## src/rtl/nps_pkg.sv

```systemverilog
package nps_pkg;

  typedef enum logic [1:0] {
    OP_PROG  = 2'd0,
    OP_CHIP  = 2'd1,
    OP_BLOCK = 2'd2,
    OP_SECT  = 2'd3
  } op_e;

  typedef enum logic [2:0] {
    PH_IDLE = 3'd0,
    PH_SU   = 3'd1,
    PH_LOW  = 3'd2,
    PH_HOLD = 3'd3,
    PH_GAP  = 3'd4,
    PH_RD   = 3'd5,
    PH_RGAP = 3'd6
  } phase_e;

  typedef enum logic [1:0] {
    ST_IDLE  = 2'd0,
    ST_WRITE = 2'd1,
    ST_POLL  = 2'd2,
    ST_ACK   = 2'd3
  } state_e;

  localparam int STEP_W = 3;

endpackage

```

## src/rtl/nps_cmd_step.sv

```systemverilog
module nps_cmd_step
  import nps_pkg::*;
#(
  parameter int AW = 21,
  parameter int DW = 16
) (
  input  op_e                 op,
  input  logic [STEP_W-1:0]   step,
  input  logic [AW-1:0]       usr_addr,
  input  logic [DW-1:0]       usr_data,
  output logic [AW-1:0]       addr,
  output logic [DW-1:0]       data,
  output logic                last
);

  localparam logic [AW-1:0] ADR_X = AW'(16'h5555);
  localparam logic [AW-1:0] ADR_Y = AW'(16'h2AAA);

  // command words carry a zero upper byte
  function automatic logic [DW-1:0] cw(input logic [7:0] b);
    return DW'(b);
  endfunction

  always_comb begin
    addr = ADR_X;
    data = cw(8'hAA);
    last = 1'b0;
    if (op == OP_PROG) begin
      case (step)
        3'd0: begin addr = ADR_X; data = cw(8'hAA); end
        3'd1: begin addr = ADR_Y; data = cw(8'h55); end
        3'd2: begin addr = ADR_X; data = cw(8'hA0); end
        default: begin
          addr = usr_addr;
          data = usr_data;
          last = 1'b1;
        end
      endcase
    end else begin
      case (step)
        3'd0: begin addr = ADR_X; data = cw(8'hAA); end
        3'd1: begin addr = ADR_Y; data = cw(8'h55); end
        3'd2: begin addr = ADR_X; data = cw(8'h80); end
        3'd3: begin addr = ADR_X; data = cw(8'hAA); end
        3'd4: begin addr = ADR_Y; data = cw(8'h55); end
        default: begin
          last = 1'b1;
          case (op)
            OP_CHIP:  begin addr = ADR_X;    data = cw(8'h10); end
            OP_BLOCK: begin addr = usr_addr; data = cw(8'h50); end
            default:  begin addr = usr_addr; data = cw(8'h30); end
          endcase
        end
      endcase
    end
  end

endmodule

```

## src/rtl/nps_bus_timer.sv

```systemverilog
module nps_bus_timer
  import nps_pkg::*;
#(
  parameter int T_SU   = 1,
  parameter int T_WL   = 2,
  parameter int T_HD   = 1,
  parameter int T_GAP  = 2,
  parameter int T_RD   = 2,
  parameter int T_RGAP = 1
) (
  input  logic clk,
  input  logic rst_n,
  input  logic start_wr,
  input  logic start_rd,
  output logic idle,
  output logic done,
  output logic sample,
  output logic ce_n,
  output logic we_n,
  output logic oe_n,
  output logic dq_oe
);

  localparam int M1   = (T_SU > T_WL) ? T_SU : T_WL;
  localparam int M2   = (T_HD > T_GAP) ? T_HD : T_GAP;
  localparam int M3   = (T_RD > T_RGAP) ? T_RD : T_RGAP;
  localparam int M12  = (M1 > M2) ? M1 : M2;
  localparam int MAXT = (M12 > M3) ? M12 : M3;
  localparam int CW   = (MAXT < 2) ? 1 : $clog2(MAXT);

  phase_e        phase_q, phase_d;
  logic [CW-1:0] cnt_q, cnt_d;
  logic [CW-1:0] lim;
  logic          at_end;

  always_comb begin
    case (phase_q)
      PH_SU:   lim = CW'(T_SU - 1);
      PH_LOW:  lim = CW'(T_WL - 1);
      PH_HOLD: lim = CW'(T_HD - 1);
      PH_GAP:  lim = CW'(T_GAP - 1);
      PH_RD:   lim = CW'(T_RD - 1);
      PH_RGAP: lim = CW'(T_RGAP - 1);
      default: lim = '0;
    endcase
  end

  assign at_end = (phase_q != PH_IDLE) && (cnt_q == lim);

  always_comb begin
    phase_d = phase_q;
    cnt_d   = cnt_q;
    if (phase_q == PH_IDLE) begin
      cnt_d = '0;
      if (start_wr)      phase_d = PH_SU;
      else if (start_rd) phase_d = PH_RD;
    end else if (at_end) begin
      cnt_d = '0;
      case (phase_q)
        PH_SU:   phase_d = PH_LOW;
        PH_LOW:  phase_d = PH_HOLD;
        PH_HOLD: phase_d = PH_GAP;
        PH_RD:   phase_d = PH_RGAP;
        default: phase_d = PH_IDLE;
      endcase
    end else begin
      cnt_d = cnt_q + 1'b1;
    end
  end

  always_ff @(posedge clk or negedge rst_n) begin
    if (!rst_n) begin
      phase_q <= PH_IDLE;
      cnt_q   <= '0;
    end else begin
      phase_q <= phase_d;
      cnt_q   <= cnt_d;
    end
  end

  assign idle   = (phase_q == PH_IDLE);
  assign done   = at_end && ((phase_q == PH_GAP) || (phase_q == PH_RGAP));
  assign sample = at_end && (phase_q == PH_RD);
  assign we_n   = !(phase_q == PH_LOW);
  assign oe_n   = !(phase_q == PH_RD);
  assign dq_oe  = (phase_q == PH_SU) || (phase_q == PH_LOW) || (phase_q == PH_HOLD);
  assign ce_n   = !(dq_oe || (phase_q == PH_RD));

  // a strobe-low window is always entered from setup
  a_r5_low_after_setup: assert property (@(posedge clk) disable iff (!rst_n)
    $fell(we_n) |-> $past(phase_q) == PH_SU);

endmodule

```

## src/rtl/nps_poll.sv

```systemverilog
module nps_poll #(
  parameter int              DW        = 16,
  parameter int              POLL_MAX  = 1024,
  parameter logic [DW-1:0]   STAT_MASK = 16'h0044
) (
  input  logic          clk,
  input  logic          rst_n,
  input  logic          clear,
  input  logic          sample,
  input  logic [DW-1:0] dq_in,
  output logic          ok,
  output logic          expired
);

  localparam int PW = $clog2(POLL_MAX + 1);

  logic [DW-1:0] cur_q, cur_d, prev_q, prev_d;
  logic [PW-1:0] n_q, n_d;

  always_comb begin
    cur_d  = cur_q;
    prev_d = prev_q;
    n_d    = n_q;
    if (clear) begin
      n_d = '0;
    end else if (sample) begin
      prev_d = cur_q;
      cur_d  = dq_in;
      n_d    = (n_q == PW'(POLL_MAX)) ? n_q : n_q + 1'b1;
    end
  end

  always_ff @(posedge clk or negedge rst_n) begin
    if (!rst_n) begin
      cur_q  <= '0;
      prev_q <= '0;
      n_q    <= '0;
    end else begin
      cur_q  <= cur_d;
      prev_q <= prev_d;
      n_q    <= n_d;
    end
  end

  assign ok      = (n_q >= PW'(2)) && (((cur_q ^ prev_q) & STAT_MASK) == '0);
  assign expired = (n_q >= PW'(POLL_MAX));

  // read count never passes its budget
  a_r8_count_bound: assert property (@(posedge clk) disable iff (!rst_n)
    n_q <= PW'(POLL_MAX));

  // a fresh operation starts its comparison from scratch
  a_r7_clear_resets: assert property (@(posedge clk) disable iff (!rst_n)
    clear |=> (n_q == '0));

endmodule

```

## src/rtl/nor_prog_seq.sv

```systemverilog
module nor_prog_seq
  import nps_pkg::*;
#(
  parameter int            AW        = 21,
  parameter int            DW        = 16,
  parameter int            T_SU      = 1,
  parameter int            T_WL      = 2,
  parameter int            T_HD      = 1,
  parameter int            T_GAP     = 2,
  parameter int            T_RD      = 2,
  parameter int            T_RGAP    = 1,
  parameter int            POLL_MAX  = 1024,
  parameter logic [DW-1:0] STAT_MASK = 16'h0044
) (
  input  logic          clk,
  input  logic          rst_n,
  input  logic          req_valid,
  input  logic [1:0]    req_op,
  input  logic [AW-1:0] req_addr,
  input  logic [DW-1:0] req_data,
  output logic          req_ready,
  output logic          ack,
  output logic          ack_err,
  output logic [AW-1:0] fl_addr,
  output logic [DW-1:0] fl_dq_out,
  output logic          fl_dq_oe,
  input  logic [DW-1:0] fl_dq_in,
  output logic          fl_ce_n,
  output logic          fl_we_n,
  output logic          fl_oe_n
);

  // reset: asserted asynchronously, released on the clock
  logic [1:0] rs_q;
  logic       rst_i_n;

  always_ff @(posedge clk or negedge rst_n) begin
    if (!rst_n) rs_q <= 2'b00;
    else        rs_q <= {rs_q[0], 1'b1};
  end
  assign rst_i_n = rs_q[1];

  state_e            state_q, state_d;
  logic [STEP_W-1:0] step_q, step_d;
  op_e               op_q, op_d;
  logic [AW-1:0]     addr_q, addr_d;
  logic [DW-1:0]     data_q, data_d;
  logic              err_q, err_d;
  logic              load_req;

  logic              start_wr, start_rd;
  logic              tmr_idle, tmr_done, tmr_sample;
  logic              poll_ok, poll_expired;
  logic [AW-1:0]     cmd_addr;
  logic [DW-1:0]     cmd_data;
  logic              cmd_last;

  nps_cmd_step #(.AW(AW), .DW(DW)) u_cmd (
    .op       (op_q),
    .step     (step_q),
    .usr_addr (addr_q),
    .usr_data (data_q),
    .addr     (cmd_addr),
    .data     (cmd_data),
    .last     (cmd_last)
  );

  nps_bus_timer #(
    .T_SU(T_SU), .T_WL(T_WL), .T_HD(T_HD),
    .T_GAP(T_GAP), .T_RD(T_RD), .T_RGAP(T_RGAP)
  ) u_tmr (
    .clk      (clk),
    .rst_n    (rst_i_n),
    .start_wr (start_wr),
    .start_rd (start_rd),
    .idle     (tmr_idle),
    .done     (tmr_done),
    .sample   (tmr_sample),
    .ce_n     (fl_ce_n),
    .we_n     (fl_we_n),
    .oe_n     (fl_oe_n),
    .dq_oe    (fl_dq_oe)
  );

  nps_poll #(.DW(DW), .POLL_MAX(POLL_MAX), .STAT_MASK(STAT_MASK)) u_poll (
    .clk     (clk),
    .rst_n   (rst_i_n),
    .clear   (state_q == ST_IDLE),
    .sample  (tmr_sample),
    .dq_in   (fl_dq_in),
    .ok      (poll_ok),
    .expired (poll_expired)
  );

  // next-state
  always_comb begin
    state_d  = state_q;
    step_d   = step_q;
    err_d    = err_q;
    load_req = 1'b0;
    start_wr = 1'b0;
    start_rd = 1'b0;
    case (state_q)
      ST_IDLE: begin
        if (req_valid) begin
          load_req = 1'b1;
          step_d   = '0;
          err_d    = 1'b0;
          state_d  = ST_WRITE;
        end
      end
      ST_WRITE: begin
        start_wr = tmr_idle;
        if (tmr_done) begin
          if (cmd_last) state_d = ST_POLL;
          else          step_d  = step_q + 1'b1;
        end
      end
      ST_POLL: begin
        start_rd = tmr_idle;
        if (tmr_done) begin
          if (poll_ok) begin
            state_d = ST_ACK;
          end else if (poll_expired) begin
            state_d = ST_ACK;
            err_d   = 1'b1;
          end
        end
      end
      default: state_d = ST_IDLE;
    endcase
  end

  assign op_d   = load_req ? op_e'(req_op) : op_q;
  assign addr_d = load_req ? req_addr : addr_q;
  assign data_d = load_req ? req_data : data_q;

  // registers
  always_ff @(posedge clk or negedge rst_i_n) begin
    if (!rst_i_n) begin
      state_q <= ST_IDLE;
      step_q  <= '0;
      err_q   <= 1'b0;
      op_q    <= OP_PROG;
      addr_q  <= '0;
      data_q  <= '0;
    end else begin
      state_q <= state_d;
      step_q  <= step_d;
      err_q   <= err_d;
      if (load_req) begin
        op_q   <= op_d;
        addr_q <= addr_d;
        data_q <= data_d;
      end
    end
  end

  assign req_ready = (state_q == ST_IDLE);
  assign ack       = (state_q == ST_ACK);
  assign ack_err   = (state_q == ST_ACK) && err_q;
  assign fl_addr   = (state_q == ST_WRITE) ? cmd_addr : addr_q;
  assign fl_dq_out = cmd_data;

  // never drive the data bus while the flash drives it
  a_r6_no_bus_fight: assert property (@(posedge clk) disable iff (!rst_i_n)
    !(fl_dq_oe && !fl_oe_n));

  // read and write strobes exclusive
  a_r6_strobes_excl: assert property (@(posedge clk) disable iff (!rst_i_n)
    !(!fl_oe_n && !fl_we_n));

  // chip enable covers the write strobe
  a_r5_ce_covers_we: assert property (@(posedge clk) disable iff (!rst_i_n)
    !fl_we_n |-> !fl_ce_n);

  // address steady while the strobe is low
  a_r5_addr_stable: assert property (@(posedge clk) disable iff (!rst_i_n)
    (!fl_we_n && $past(!fl_we_n)) |-> $stable(fl_addr));

  // acknowledge lasts one cycle
  a_r10_ack_pulse: assert property (@(posedge clk) disable iff (!rst_i_n)
    ack |=> !ack);

  // error flag only with the acknowledge
  a_r10_err_with_ack: assert property (@(posedge clk) disable iff (!rst_i_n)
    ack_err |-> ack);

  // no new acceptance while busy
  a_r9_busy_not_ready: assert property (@(posedge clk) disable iff (!rst_i_n)
    (state_q != ST_IDLE) |-> !req_ready);

endmodule

```

## config.mk

```make
export PLATFORM = sky130hd
export DESIGN_NAME = nor_prog_seq
export DESIGN_NICKNAME = d
export VERILOG_FILES = /design/src/rtl/nps_pkg.sv /design/src/rtl/nps_cmd_step.sv /design/src/rtl/nps_bus_timer.sv /design/src/rtl/nps_poll.sv /design/src/rtl/nor_prog_seq.sv
export SDC_FILE = /design/constraint.sdc
export NUM_CORES = 1
export LEC_CHECK = 0
export BUFFER_PORTS_ARGS = -buffer_cell sky130_fd_sc_hd__buf_4
export CAP_MARGIN = 10
export CORE_ASPECT_RATIO = 1.4
export CORE_MARGIN = 2
export CORE_UTILIZATION = 55
export DETAILED_ROUTE_END_ITERATION = 6
export GPL_ROUTABILITY_DRIVEN = 0
export PLACE_DENSITY = 0.84
export REMOVE_ABC_BUFFERS = 1
export SLEW_MARGIN = 15
export SYNTH_ARGS = -nofsm -noshare
export SYNTH_HDL_FRONTEND = slang
export SYNTH_SLANG_ARGS = --single-unit
```

## constraint.sdc

```tcl
create_clock -name clk -period 3.3 [get_ports clk]
set_input_delay 0.33 -clock clk [delete_from_list [all_inputs] [get_ports clk]]
set_output_delay 0.33 -clock clk [all_outputs]
set_load 0.05 [all_outputs]
```

# Word level (Yosys, flattened, before mapping)
# Cells that the tools add are included.
[totals]
register_bits = 76
latchBits = 0
ram_bits = 0
rom_bits = 0
in_bits = 58
wordCells = 124
n_memories = 0
[op_classes]
add_sub_neg = 3
multipliers = 0
n_div = 0
magnitude_cmp = 2
n_eq_ne = 27
shifts = 0
mux = 43
n_bitwise = 2
n_reduce_logical = 35
[op_table]
columns = ["op", "n"]
rows = [
  ["16-bit case mux with 3 select lines", 2],
  ["21-bit case mux with 2 select lines", 2],
  ["21-bit two-way mux", 3],
  ["11-bit two-way mux", 3],
  ["3-bit two-way mux", 7],
  ["16-bit logical NOT", 1],
  ["16-bit two-way mux", 1],
  ["2-bit != test, second input constant", 8],
  ["1-bit two-way mux", 14],
  ["7-bit case mux with 2 select lines", 1],
  ["3-bit by 2-bit == test with 1-bit output, second input constant", 4],
  ["3-bit == test, second input constant", 4],
  ["2-bit two-way mux", 6],
  ["3-bit case mux with 4 select lines", 1],
  ["11-bit by 1-bit adder with 11-bit output, second input constant", 1],
  ["11-bit == test, second input constant", 1],
  ["11-bit >= comparator, second input constant", 1],
  ["11-bit by 2-bit >= comparator with 1-bit output, second input constant", 1],
  ["5-bit AND reduction", 2],
  ["3-bit OR reduction", 3],
  ["2-bit nonzero test", 4],
  ["7-bit bitwise XOR", 1],
  ["2-bit == test, second input constant", 3],
  ["3-bit by 1-bit == test with 1-bit output, second input constant", 2],
  ["19 further kinds", 36],
]

# Logic depth before layout (Yosys ltp)
[depth]
ltp_word = 8
ltp_mapped = 8
mapped_depth_nobuf = 7

# By module
# A second synthesis with hierarchy kept.
[hier_totals]
cells_unflattened = 414
area_unflattened_um2 = 4199.0
[by_module_without_submodules]
columns = ["mod", "instances", "cells_per_inst", "area_each_um2", "seq_area_each_um2"]
rows = [
  ["nor_prog_seq", 1, 162, 2321.0, 1176.1],
  ["nps_poll", 1, 84, 798.3, 375.4],
  ["nps_cmd_step", 1, 134, 775.7, 0.0],
  ["nps_bus_timer", 1, 34, 304.0, 100.1],
]

# Worst setup path before layout
# Ideal clock, no wire load.
[synth_timing]
path_type = "register to output"
from = "register step_q[0]"
to = "output port fl_dq_out[1]"
arrival_ns = 2.447
t_required_ns = 2.970
path_slack_ns = 0.523
path_stages_with_launch = 9
n_path_buf = 2
path_cell_list = "dfrtp_1 -> clkbuf_1 -> inv_1 -> ha_1 -> nor3_1 -> or2_2 -> clkbuf_1 -> nand2_1 -> a31oi_1"
[synth_between]
elab_chain_len = 4
elab_cells_between_ends = 10
[synth_lines]
columns = ["element", "line_no", "rtl"]
rows = [
  ["from (decl)", "nor_prog_seq.sv:44", "logic [STEP_W-1:0] step_q, step_d;"],
  ["from (signal assigned)", "nor_prog_seq.sv:149", "step_q <= step_d;"],
  ["3-bit by 1-bit == test with 1-bit output (tied with other cells)", "nps_cmd_step.sv:29, nps_cmd_step.sv:40", ""],
  ["2-bit OR reduction (no source line)", "-", ""],
  ["16-bit case mux with 3 select lines", "nps_cmd_step.sv:40", "case (step)"],
  ["16-bit two-way mux *", "nps_cmd_step.sv:28", "if (op == OP_PROG) begin"],
  ["to (decl)", "nor_prog_seq.sv:25", "output logic [DW-1:0] fl_dq_out,"],
]
# Mark *: on every way between the ends. The rest lies on a longest branch, timed or not.

# Worst setup path in the final report
[layout_timing]
from = "register step_q[0]"
to = "output port fl_addr[16]"
[layout_between]
elab_chain_len = 5
elab_cells_between_ends = 12
[layout_lines]
columns = ["element", "line_no", "rtl"]
rows = [
  ["3-bit by 2-bit == test with 1-bit output (tied with other cells)", "nps_cmd_step.sv:29, nps_cmd_step.sv:40", ""],
  ["3-bit OR reduction (no source line) or 2-bit OR reduction (tied branches)", "-", ""],
  ["21-bit case mux with 2 select lines (on tied branches)", "nps_cmd_step.sv:40, nps_cmd_step.sv:29", ""],
  ["21-bit two-way mux *", "nps_cmd_step.sv:28", ""],
  ["21-bit two-way mux *", "nor_prog_seq.sv:162", "assign fl_addr = (state_q == ST_WRITE) ? cmd_addr : addr_q;"],
  ["to (decl)", "nor_prog_seq.sv:24", "output logic [AW-1:0] fl_addr,"],
]
# Marks and branches as above.

==> results.tsv <==
stage	metric	value	unit
drt	drt_iter0_markers	101	
synth	synth-seq-cells	66	
drt	drc	0	
floorplanning	io_pins	102	
setup_path	worstPathCellList	ha_1 > ha_1 > nor2_1 > a31oi_1 > o21ai_0 > and2_1 > buf_4	
placement	dpl.hpwl	5510	um
setup_path	cpMaxStageDelayCell	o21ai_0	
synth	avgSynthCellArea	10.7	sq um
synth	yosys_warnings	0	
setup_path	critPathKind	reg -> out	
sta	hold_ws	0.209	ns
cells_and_area	drive_gt1_frac	0.373	
sta	period_share	0.875	
sta	tns	0	ns
global_routing	grt_first_pass_wirelength	12500	um
synth	synth-adder-area-share	0.0518	
setup_path	cp-start-kind	flip-flop	
setup_path	cp_max_fo	10	
floorplanning	die_h	100	um
sta	hold_violations	0	
global_routing	grt_usage	0.221	
clocking	cts.path.max_buffers	2	
drt	wire_per_inst	14.7	um
setup_path	crit_top_cell	ha_1	
synth	postSynthCellCount	340	
hold_path	hold_path_class	in -> reg	
drt	first_pass_iters	4	
sta	setup_viol	0	
sta	clock_skew	0.00599	ns
global_routing	grt_overflow_total	0	
cells_and_area	syn2layout_area_growth	23.2	%
floorplanning	dieArea	7260	sq um
synth	synth_edf_count	0	
synth	synth_top_family_by_area	simple AND/OR/NAND/NOR gates	
cells_and_area	final_common_cell	buf_4	
floorplanning	dieWidth	72.6	um
drt	finalWirelength	7420	um
synth	syn_area	3620	sq um
synth	synth.distinct_cells	56	
sta	fmax	346	MHz
drt	viasPerCell	5.55	
clocking	postCtsSetupBuffers	0	
clocking	cts.htree.levels	3	
synth	ys_seq_area_frac	0.456	
drt	postRouteAntennaNets	0	
cells_and_area	nets	498	
clocking	cts_hold_buf	1	
global_routing	first_global_vias	2859	
floorplanning	num_rows	35	
setup_path	cp-end-kind	output pin	
cells_and_area	final_cell_mix	90 x buf_4, 65 x dfrtp_1, 43 x mux2_2, 42 x nor2_1	
sta	slew_headroom	0.522	
synth	synth-xor-area-share	0.0287	
clocking	cts_tree	yes	
sta	min_period	2.89	ns
cells_and_area	diodes	0	
clocking	root_buffer	clkbuf_8	
synth	synth-simple-area-share	0.160	
setup_path	cp.required	2.97	ns
drt	num_vias	2794	
outcome	status	completed	
setup_path	arrival	2.56	ns
setup_path	max_stage_delay	0.50	ns
flow_run	drv_cap	0	
sta	worstMarginPinSlew	0.717	ns
clocking	clk_pin_slew	0.07	ns
synth	synth_compound_area_frac	0.104	
sta	rsz0062_at_grt	no	
sta	final_max_slew_viol_count	0	
clocking	cts_resized	0	
synth	synth_ff_type	dfrtp_1	
global_routing	grt_max_degree	40	
synth	synth.mux.area_fraction	0.159	
floorplanning	coreArea	6480	sq um
global_routing	antenna_found_initial	0	
floorplanning	start_util	0.559	
placement	port_buffers	87	
synth	synthArstFlopShare	1.00	
clocking	clkLatencyLatePin	0.35	ns
clocking	numCtsBuffers	9	
cells_and_area	n_fill_cell	501	
clocking	cts.sinks	66	
==> synthesized netlist by cell type (2+ instances only) <==
master	n	area, sq um
nor3_1	8	40.0
nand2_1	14	52.6
o221ai_1	2	17.5
mux2i_1	7	70.1
and2_1	7	43.8
dfrtp_1	66	1650
o21a_1	12	90.1
xnor2_1	4	35.0
o211a_1	2	20.0
o21ai_0	3	15.0
nor2b_1	4	25.0
ha_1	15	188
buf_6	2	22.5
inv_1	11	41.3
mux2_2	43	484
mux2_1	2	22.5
o22a_1	2	17.5
o21ai_1	2	10.0
nor2_1	42	158
clkbuf_1	10	37.5
xor2_1	6	52.6
a31oi_1	5	31.3
a21oi_1	15	75.1
nand4_1	5	31.3
nand3_1	3	15.0
o22ai_1	3	18.8
buf_4	3	22.5
nand2b_1	4	25.0
a21o_1	2	15.0
nor4_1	3	18.8
and3_1	8	50.1
==> path summary, 6_finish.rpt <==
check                       startpoint               end  cells after the start  slack, ns
max in group asynchronous      rs_q[1]        addr_q[11]                      1       2.09
hold / removal             req_data[4]         data_q[4]                      2       0.21
setup reg to reg            state_q[1]         step_q[2]                      7       1.03
setup / recovery             step_q[0]       fl_addr[16]                      7       0.41
min in group asynchronous        rst_n           rs_q[1]                      2       0.30
hold reg to reg                rs_q[1]  u_poll.prev_q[6]                      0       0.32
==> metrics by stage <==
stage | instances | utilization | worst slack [ns] | instance area, sq um
detailed placement | 487 | 0.662 | 0.793 | 4290
finish | 503 | 0.689 | 0.411 | 4460
global placement | 487 | 0.662 | 0.899 | 4290
global route | 503 | 0.689 | 0.175 | 4460
floorplan | 323 | - | 0.292 | 3520
CTS | 503 | 0.689 | 0.377 | 4460
==> worst max-delay path, delay by kind of cell, from the launching register on <==
family / cells / cell delay [ns]
simple gates: 2 / 0.41
compound gates: 2 / 0.63
fa+ha+maj: 2 / 0.50
buf+inv: 1 / 0.19
flops: 1 / 0.48
==> state kept, by name, summed over array words and instances, names as in the netlist <==
register,flops
state_q,2
rs_q,2
op_q,2
u_poll.n_q,11
step_q,3
u_poll.cur_q,2
u_poll.prev_q,2
data_q,16
u_tmr.phase_q,3
u_tmr.cnt_q,1
addr_q,21
err_q,1
==> cells by family (layout without fill, tap and decap cells) <==
logic type / count (synthesis) / in the layout
adders and majority gates: 15 / 15
DFF: 66 / 66
AOI/OAI and AO/OA: 55 / 55
other: 1 / 1
and+or+nand+nor: 111 / 111
buffers and inverters: 29 / 118
xor gates and xnor gates: 11 / 11
muxes: 52 / 52
==> layer usage <==
metal  track usage  vias to the layer above  part of all wire
li1              -                     1367                 -
met1         0.231                     1335              0.38
met2         0.399                       78              0.55
met3        0.0653                       14             0.054
met4        0.0997                        0             0.023
met5             0                        -                 0
==> area by class of cell <==
| class | instances | area [sq um] | share of cell area |
|---|---|---|---|
| Multi-Input combinational cell | 245 | 1830 | 0.409 |
| Sequential cell | 66 | 1650 | 0.370 |
| Timing Repair Buffer | 91 | 686 | 0.154 |
| Clock buffer | 10 | 128 | 0.0286 |
| Tap cell | 74 | 92.6 | 0.0207 |
| Inverter | 12 | 45.0 | 0.0101 |
| Clock inverter | 5 | 32.5 | 0.00729 |
Power is not shown: default switching activity piles up to over one toggle a cycle in this logic, so the estimate is an artifact.
